--- src/rtl/brt_pkg.sv ---
package brt_pkg;
  typedef enum logic [1:0] {
    FS_IDLE = 2'd0,
    FS_HI   = 2'd1,
    FS_LO   = 2'd2
  } fetch_state_e;

  localparam logic MODE_REL = 1'b0;
  localparam logic MODE_PTR = 1'b1;
endpackage

--- src/rtl/brt_rel_adder.sv ---
module brt_rel_adder #(
  parameter int AW      = 24,
  parameter int LONG_W  = 16,
  parameter int SHORT_W = 8
) (
  input  logic [AW-1:0]     next_pc_i,
  input  logic [LONG_W-1:0] disp_i,
  input  logic              wide_i,
  output logic [AW-1:0]     sum_o
);
  logic [AW-1:0] ext_long, ext_short;

  assign ext_long  = {{(AW-LONG_W){disp_i[LONG_W-1]}}, disp_i};
  assign ext_short = {{(AW-SHORT_W){disp_i[SHORT_W-1]}}, disp_i[SHORT_W-1:0]};
  // sum wraps in the AW-bit space
  assign sum_o = next_pc_i + (wide_i ? ext_long : ext_short);
endmodule

--- src/rtl/brt_fetch.sv ---
module brt_fetch
  import brt_pkg::*;
#(
  parameter int AW    = 24,
  parameter int DW    = 16,
  parameter int PTR_W = 8
) (
  input  logic             clk_i,
  input  logic             rst_ni,
  input  logic             launch_i,
  input  logic [PTR_W-1:0] ptr_i,
  output logic             busy_o,
  output logic             mem_req_o,
  output logic [AW-1:0]    mem_addr_o,
  input  logic             mem_ready_i,
  input  logic [DW-1:0]    mem_rdata_i,
  output logic             done_o,
  output logic [AW-1:0]    word_o
);
  localparam int HW = AW - DW;           // bits kept from the high word
  localparam int BYTES_PER_WORD = DW / 8;

  fetch_state_e state_q, state_d;
  logic [PTR_W-1:0] ptr_q;
  logic [HW-1:0]    hi_q;
  logic [AW-1:0]    base_addr;

  assign base_addr = {{(AW-PTR_W){1'b0}}, ptr_q};

  always_comb begin
    state_d = state_q;
    unique case (state_q)
      FS_IDLE: if (launch_i) state_d = FS_HI;
      FS_HI:   if (mem_ready_i) state_d = FS_LO;
      FS_LO:   if (mem_ready_i) state_d = FS_IDLE;
      default: state_d = FS_IDLE;
    endcase
  end

  always_ff @(posedge clk_i or negedge rst_ni) begin
    if (!rst_ni) begin
      state_q <= FS_IDLE;
      ptr_q   <= '0;
      hi_q    <= '0;
    end else begin
      state_q <= state_d;
      if (state_q == FS_IDLE && launch_i) ptr_q <= ptr_i;
      if (state_q == FS_HI && mem_ready_i) hi_q <= mem_rdata_i[HW-1:0];
    end
  end

  assign busy_o     = (state_q != FS_IDLE);
  assign mem_req_o  = (state_q == FS_HI) || (state_q == FS_LO);
  assign mem_addr_o = (state_q == FS_LO) ? base_addr + AW'(BYTES_PER_WORD) : base_addr;
  assign done_o     = (state_q == FS_LO) && mem_ready_i;
  assign word_o     = {hi_q, mem_rdata_i};
endmodule

--- src/rtl/brt_unit.sv ---
module brt_unit
  import brt_pkg::*;
#(
  parameter int AW    = 24,
  parameter int TW    = 32,
  parameter int DW    = 16,
  parameter int PTR_W = 8
) (
  input  logic          clk_i,
  input  logic          rst_ni,
  input  logic          start_i,
  input  logic          mode_i,
  input  logic          disp_wide_i,
  input  logic [15:0]   operand_i,
  input  logic [AW-1:0] next_pc_i,
  output logic          mem_req_o,
  output logic [AW-1:0] mem_addr_o,
  input  logic          mem_ready_i,
  input  logic [DW-1:0] mem_rdata_i,
  output logic          busy_o,
  output logic          target_valid_o,
  output logic [TW-1:0] target_o,
  output logic          misalign_o
);
  localparam int PAD_W = TW - AW;

  logic          accept, rel_go, ptr_odd_go, launch;
  logic [AW-1:0] rel_sum, fetch_word, ptr_ext;
  logic          fetch_done;

  assign accept     = start_i && !busy_o;
  assign rel_go     = accept && (mode_i == MODE_REL);
  assign ptr_odd_go = accept && (mode_i == MODE_PTR) && operand_i[0];
  assign launch     = accept && (mode_i == MODE_PTR) && !operand_i[0];
  assign ptr_ext    = {{(AW-PTR_W){1'b0}}, operand_i[PTR_W-1:0]};

  brt_rel_adder #(.AW(AW), .LONG_W(16), .SHORT_W(8)) u_add (
    .next_pc_i (next_pc_i),
    .disp_i    (operand_i),
    .wide_i    (disp_wide_i),
    .sum_o     (rel_sum)
  );

  brt_fetch #(.AW(AW), .DW(DW), .PTR_W(PTR_W)) u_fetch (
    .clk_i       (clk_i),
    .rst_ni      (rst_ni),
    .launch_i    (launch),
    .ptr_i       (operand_i[PTR_W-1:0]),
    .busy_o      (busy_o),
    .mem_req_o   (mem_req_o),
    .mem_addr_o  (mem_addr_o),
    .mem_ready_i (mem_ready_i),
    .mem_rdata_i (mem_rdata_i),
    .done_o      (fetch_done),
    .word_o      (fetch_word)
  );

  always_ff @(posedge clk_i or negedge rst_ni) begin
    if (!rst_ni) begin
      target_valid_o <= 1'b0;
      target_o       <= '0;
      misalign_o     <= 1'b0;
    end else begin
      target_valid_o <= 1'b0;
      if (rel_go) begin
        target_valid_o <= 1'b1;
        target_o       <= {{PAD_W{1'b0}}, rel_sum};
        misalign_o     <= rel_sum[0];
      end else if (ptr_odd_go) begin
        target_valid_o <= 1'b1;
        target_o       <= {{PAD_W{1'b0}}, ptr_ext};
        misalign_o     <= 1'b1;
      end else if (fetch_done) begin
        target_valid_o <= 1'b1;
        target_o       <= {{PAD_W{1'b0}}, fetch_word};
        misalign_o     <= fetch_word[0];
      end
    end
  end
endmodule

--- config.mk ---
export PLATFORM = sky130hd
export DESIGN_NAME = brt_unit
export DESIGN_NICKNAME = d
export VERILOG_FILES = /design/src/rtl/brt_pkg.sv /design/src/rtl/brt_rel_adder.sv /design/src/rtl/brt_fetch.sv /design/src/rtl/brt_unit.sv
export SDC_FILE = /design/constraint.sdc
export NUM_CORES = 1
export LEC_CHECK = 0
export BUFFER_PORTS_ARGS = -buffer_cell sky130_fd_sc_hd__buf_2
export CAP_MARGIN = 20
export CORE_ASPECT_RATIO = 1.4
export CORE_MARGIN = 2
export CORE_UTILIZATION = 52
export CTS_CLUSTER_SIZE = 25
export DETAILED_ROUTE_END_ITERATION = 7
export PLACE_DENSITY = 0.87
export SYNTH_ARGS = -nofsm -noshare
export SYNTH_HDL_FRONTEND = slang
export SYNTH_SLANG_ARGS = --single-unit
--- constraint.sdc ---
create_clock -name clk_i -period 2.1 [get_ports clk_i]
set_input_delay 0.105 -clock clk_i [delete_from_list [all_inputs] [get_ports clk_i]]
set_output_delay 0.105 -clock clk_i [all_outputs]
set_load 0.01 [all_outputs]
* Word level (Yosys, flattened, before mapping)
Index checks and enable logic that the tools add are counted.
** Operators by class
- $add $sub $neg :: 2
- Equal/unequal tests :: 5
- Muxes and demuxes :: 15
- Bitwise logic cells :: 1
- Reduce and logical (&&, ||, !) cells :: 15
** Operator list (count)
- 32-bit 2-to-1 mux :: 3
- 24-bit 2-to-1 mux :: 2
- 24-bit adder :: 1
- 8-bit by 2-bit adder with 9-bit output, second input constant :: 1
- 1-bit logical AND :: 8
- 1-bit 2-to-1 mux :: 6
- 2-bit 2-to-1 mux :: 3
- 2-bit one-hot mux with 3 select lines :: 1
- 2-bit != test, second input constant :: 2
- 3-bit AND reduction :: 1
- 3-bit nonzero test :: 1
- 2-bit by 1-bit == test with 1-bit output, second input constant :: 1
- 2-bit == test, second input constant :: 1
- 1-bit zero test :: 2
- 2-bit zero test :: 1
- 2-bit by 1-bit != test with 1-bit output, second input constant :: 1
- 2-bit nonzero test :: 1
- 1-bit logical OR :: 1
- 1-bit inverter :: 1
** Storage, ports and cells
- Register bits :: 52
- Bits of input ports :: 62
- Output and inout bits :: 60
- Logic and storage cells :: 44

* Depth between registers and ports, before layout
- Depth in word-level cells :: 7
- Mapped depth :: 12
- Gate-level depth less buffers :: 9

* Cells and area by module
Synthesis repeated with hierarchy kept, for this count alone.
** Unflattened totals
- Cells, all modules :: 432
- Area, all modules :: 3903.7 µm²
** Modules (own cells, without submodules)
- brt_unit :: instances 1, cells an instance 159, area an instance 1561.5 µm², seq. area each 650.6 µm²
- brt_rel_adder :: instances 1, cells an instance 174, area an instance 1193.6 µm², seq. area each 0.0 µm²
- brt_fetch :: instances 1, cells an instance 99, area an instance 1148.6 µm², seq. area each 450.4 µm²

* Least setup slack after synthesis
Ideal clock, no wire load.
- Path kind :: input to register
- Start :: input port disp_wide_i
- End :: register target_o[22]
- Library setup time :: 0.124 ns
- Data arrival time :: 2.489 ns
- Data required time :: 1.976 ns
- Path slack :: -0.513 ns
- Stages on the path :: 12
- Path buffers :: 3
- Cells stage by stage :: clkbuf_1 nand2b_1 buf_2 nand2_1 ha_1 buf_6 a21oi_4 o21ai_2 a2111oi_4 nor2_1 a311o_1 a211o_1
** Between the ends
- Word-level cells in the longest chain between the ends :: 3
** Ends and longest elaborated chain
- start, declared :: line brt_unit.sv:13 : input logic disp_wide_i,
- 24-bit 2-to-1 mux :: line brt_rel_adder.sv:16 : assign sum_o = next_pc_i + (wide_i ? ext_long : ext_short);
- 24-bit adder :: line brt_rel_adder.sv:16
- 32-bit 2-to-1 mux :: line brt_unit.sv:65 : if (rel_go) begin
- end signal, assigned :: line brt_unit.sv:67 : target_o <= {{PAD_W{1'b0}}, rel_sum};
- end signal, assigned :: line brt_unit.sv:71 : target_o <= {{PAD_W{1'b0}}, ptr_ext};
- end signal, assigned :: line brt_unit.sv:75 : target_o <= {{PAD_W{1'b0}}, fetch_word};
- end, declared :: line brt_unit.sv:22 : output logic [TW-1:0] target_o,
Every way passes these cells.
A chain may end at the register's enable or synchronous reset.

* Worst setup path after layout
- Start :: register u_fetch.state_q[0]
- End :: register target_o[10]
** Between the ends
- Word-level cells in the longest chain between the ends :: 7
- Elaborated cells on any way between the ends :: 11
- Those cells by class :: eq/ne (1); mux (2); reduce/logical (8)
** Ends and longest elaborated chain
- start, declared :: line brt_fetch.sv:23 : fetch_state_e state_q, state_d;
- start signal, assigned :: line brt_fetch.sv:46 : state_q <= state_d;
- 2-bit nonzero test :: line brt_fetch.sv:52 : assign busy_o = (state_q != FS_IDLE);
- 1-bit zero test :: line brt_unit.sv:31 : assign accept = start_i && !busy_o;
- 1-bit logical AND :: line brt_unit.sv:31
- 1-bit logical AND (2 in a row) :: line brt_unit.sv:33 : assign ptr_odd_go = accept && (mode_i == MODE_PTR) && operand_i[0];
- 32-bit 2-to-1 mux :: line brt_unit.sv:69 : end else if (ptr_odd_go) begin
- 32-bit 2-to-1 mux :: line brt_unit.sv:65
Parallel ways exist; a longest one is shown, timed or not.

==> results.md <==
* Num CTS Buffers at 5
* IO Pins at 122
* Via count at 3826
* Fillers at 551
* IO buf count at 98
* Endpoints failing setup at 0
* Number of synthesized flops with an enable pin at 0
* Leakage at 2.48 nW
* Syn. warnings at 0
* Via density at 5.53
* Status: complete, no violations
* Antenna violations before repair at 0
* Ys flop type: dfrtp_1
* CP arrival at 2.24 ns
* Synthesized instance count at 436
* Crit-path cells: inv_1, ha_1, nand3b_1, and2_2, o21ai_0, nand2b_1, mux2i_1, a211oi_1
* RSZ-0062 raised after global routing: yes
* Clock H-tree levels at 2
* Longest Clk Path Bufs at 2
* CTS sink cnt at 44
* Placed Instance Area at 0.00472 sq mm
* Detail Placement HPWL at 8820 um
* PwrDens at 917 mW/mm^2
* ANT cells at 0
* Worst-skew pair later-pin latency at 0.30 ns
* Core Util, Final at 0.707
* Crit-path slowest cell: dfrtp_1
* WL/cell at 15.6 um
* CTS clock-pin slew for the worst setup and hold paths at 0.09 ns
* Sequential share of the synthesized area at 0.301
* Top cells by count, synth: nand2_1, dfrtp_1, a21oi_1, nor2_1, ha_1
* # rows at 36
* Clock root cell: clkbuf_8
* DIE AREA at 0.00772 sq mm
* Fin crit period at 2.05 ns
* Vias in the first global route at 3845
* Synth Register Bits at 44
* Sequential Power Share at 0.338
* Mapped Area at 0.00365 sq mm
* Most common cell in the netlist: nand2_1
* Initial DRC count at 206
* Critical Path Fanout Max at 7
* WP buf/inv at 1
* Worst VDD drop at 394 uV
* Worst EP required at 2.29 ns
* Nets at 687
* Max Fclk at 0.488 GHz
* Core ar. at 0.00689 sq mm
* Ranking of synthesized cells by area: dfrtp_1, ha_1, nand2_1
* Dominant cell type by area after synthesis: dfrtp_1
* Critical path class: flip-flop to flip-flop
* Total wire length at 10800 um
* GP Congestion at 0.904
* Ys async rst share at 1.00
* # DRC at 0
* Setup TNS at 0 ns
* CP Launch Type: flip-flop
* Gate power share at 0.536
* Max-cap violations at 0
* Switching part of the total at 0.413
* Setup Skew at 0.00478 ns
* Mean post-synth cell area at 8.38 sq um
* Area Overhead vs Synth at 33.2%
* CP Capture Type: flip-flop
* Initial Util at 0.530
* Final Cell Area at 0.00487 sq mm
* Min-delay worst type: input pin to flip-flop
* Synth top area share at 0.301
* Die width at 74.9 um
* GRT overflow at 0
* Slowest stage delay, CP at 0.39 ns
* CP top delay family: simple AND/OR/NAND/NOR gates
* Tot GR Track Use at 0.286
* Global-route wire length before repair at 17000 um
* Final Hold Viols at 0
* Final Max Tran Viols at 0
* Antenna Nets Post-Route at 0
* Drt first pass iters at 6
* Clock Power Share at 0.126
* Internal power at 0.00262 W
* Unique masters post-synth at 54
* Fin crit share at 0.977
* Layout cell share with drive strength beyond 1 at 0.363
* Largest net degree at the start of global routing at 23
* Die Y-Extent at 103 um
* Sw Pwr at 0.00184 W
* CTS tree: done
-- state kept, by name (all words and copies together) (netlist names) --
name / flops
target_valid_o: 1
u_fetch.ptr_q: 8
u_fetch.state_q: 2
u_fetch.hi_q: 8
target_o: 24
misalign_o: 1
-- cells by family (layout without fill, tap and decap cells) --
| logic type | Yosys count | after routing | share of synthesized area |
|---|---|---|---|
| and+or+nand+nor | 149 | 149 | 0.181 |
| AOI/OAI and AO/OA | 113 | 113 | 0.200 |
| buffers and inverters | 50 | 189 | 0.0791 |
| DFF | 44 | 44 | 0.301 |
| muxes | 32 | 32 | 0.0931 |
| adders and majority gates | 29 | 29 | 0.101 |
| xor gates and xnor gates | 18 | 18 | 0.0431 |
| other | 1 | 23 | 0.00103 |
-- per-layer routing --
layer,vias up,routed length [um],global-route usage
met5,-,0,0
met3,36,496,0.0271
li1,1813,-,-
met2,169,5730,0.534
met4,0,472,0.147
met1,1808,4110,0.311
-- path summary, 6_finish.rpt --
check	from	to	slack, ns	cells after the start
min in group asynchronous	rst_ni	u_fetch.hi_q[5]$_DFFE_PN0P_	0.13	2
hold / removal	mem_rdata_i[5]	u_fetch.hi_q[5]$_DFFE_PN0P_	0.06	2
hold reg to reg	target_o[3]$_DFFE_PN0P_	target_o[3]$_DFFE_PN0P_	0.48	2
setup reg to reg	u_fetch.state_q[0]$_DFFE_PN0P_	target_o[10]$_DFFE_PN0P_	0.05	8
setup / recovery	u_fetch.state_q[0]$_DFFE_PN0P_	target_o[10]$_DFFE_PN0P_	0.05	8
max in group asynchronous	rst_ni	u_fetch.state_q[1]$_DFFE_PN0P_	1.50	3
-- worst reg2reg max path, cell delays in order, from the launching register on --
cell	delay, ns
dfrtp_1	0.39
inv_1	0.09
ha_1	0.29
nand3b_1	0.24
and2_2	0.26
o21ai_0	0.19
nand2b_1	0.12
mux2i_1	0.07
a211oi_1	0.30
-- what timing repair did --
action | CTS | global route
hold buffers | 1 | 0
endpoints found under the setup margin | 0 | 9
gates resized for setup | 0 | 10
hold endpoints to repair | 44 | 0
buffers inserted | 0 | 1
-- final cells by class --
class | count | area, sq um | area share
clock inverter | 2 | 10.0 | 0.00206
multi-input combinational | 364 | 2460 | 0.506
inverter | 9 | 33.8 | 0.00694
clock buffer | 6 | 82.6 | 0.0170
tap | 95 | 119 | 0.0244
timing repair buffer | 172 | 1060 | 0.218
sequential | 44 | 1100 | 0.226
-- cell usage in the layout (no fill, tap or decap), types with 3 or more instances in the layout --
cell and count:
o32ai_1 3, and3_1 5, mux2i_1 16, o22ai_1 4
o21a_1 7, clkbuf_8 6, conb_1 23, a21oi_1 35
o211ai_1 4, inv_1 8, ha_4 5, buf_2 98
a211oi_1 3, nand3_1 6, a21oi_2 5, nand2_1 67
o21ai_0 26, nor2_1 38, nor3_1 8, dfrtp_1 44
xnor2_1 13, nand4_1 6, buf_4 72, xor2_1 5
a21o_1 4, ha_1 23, mux2_2 16, nand2b_1 5
-- metrics by stage --
stage	hold slack, ns	power [W]	setup slack, ns	instances
2_1_floorplan	-0.191	0.00291	-0.0460	458
3_3_place_gp	-0.0918	0.00375	-0.186	682
3_5_place_dp	-0.0909	0.00386	-0.230	682
4_1_cts	0.0549	0.00444	0.0324	691
5_1_grt	0.0567	0.00476	-0.0796	692
6_report	0.0585	0.00446	0.0492	692
-- power groups by stage --
stage | Combinational (W) | Sequential, W | Clock, W
2_1_floorplan | 0.00133 | 0.00157 | 0
3_3_place_gp | 0.00225 | 0.00149 | 0
3_5_place_dp | 0.00234 | 0.00152 | 0
4_1_cts | 0.00236 | 0.00151 | 0.000568
5_1_grt | 0.00262 | 0.00155 | 0.000597
6_report | 0.00239 | 0.00151 | 0.000564
Note: power is estimated with default switching activity, not from simulation.
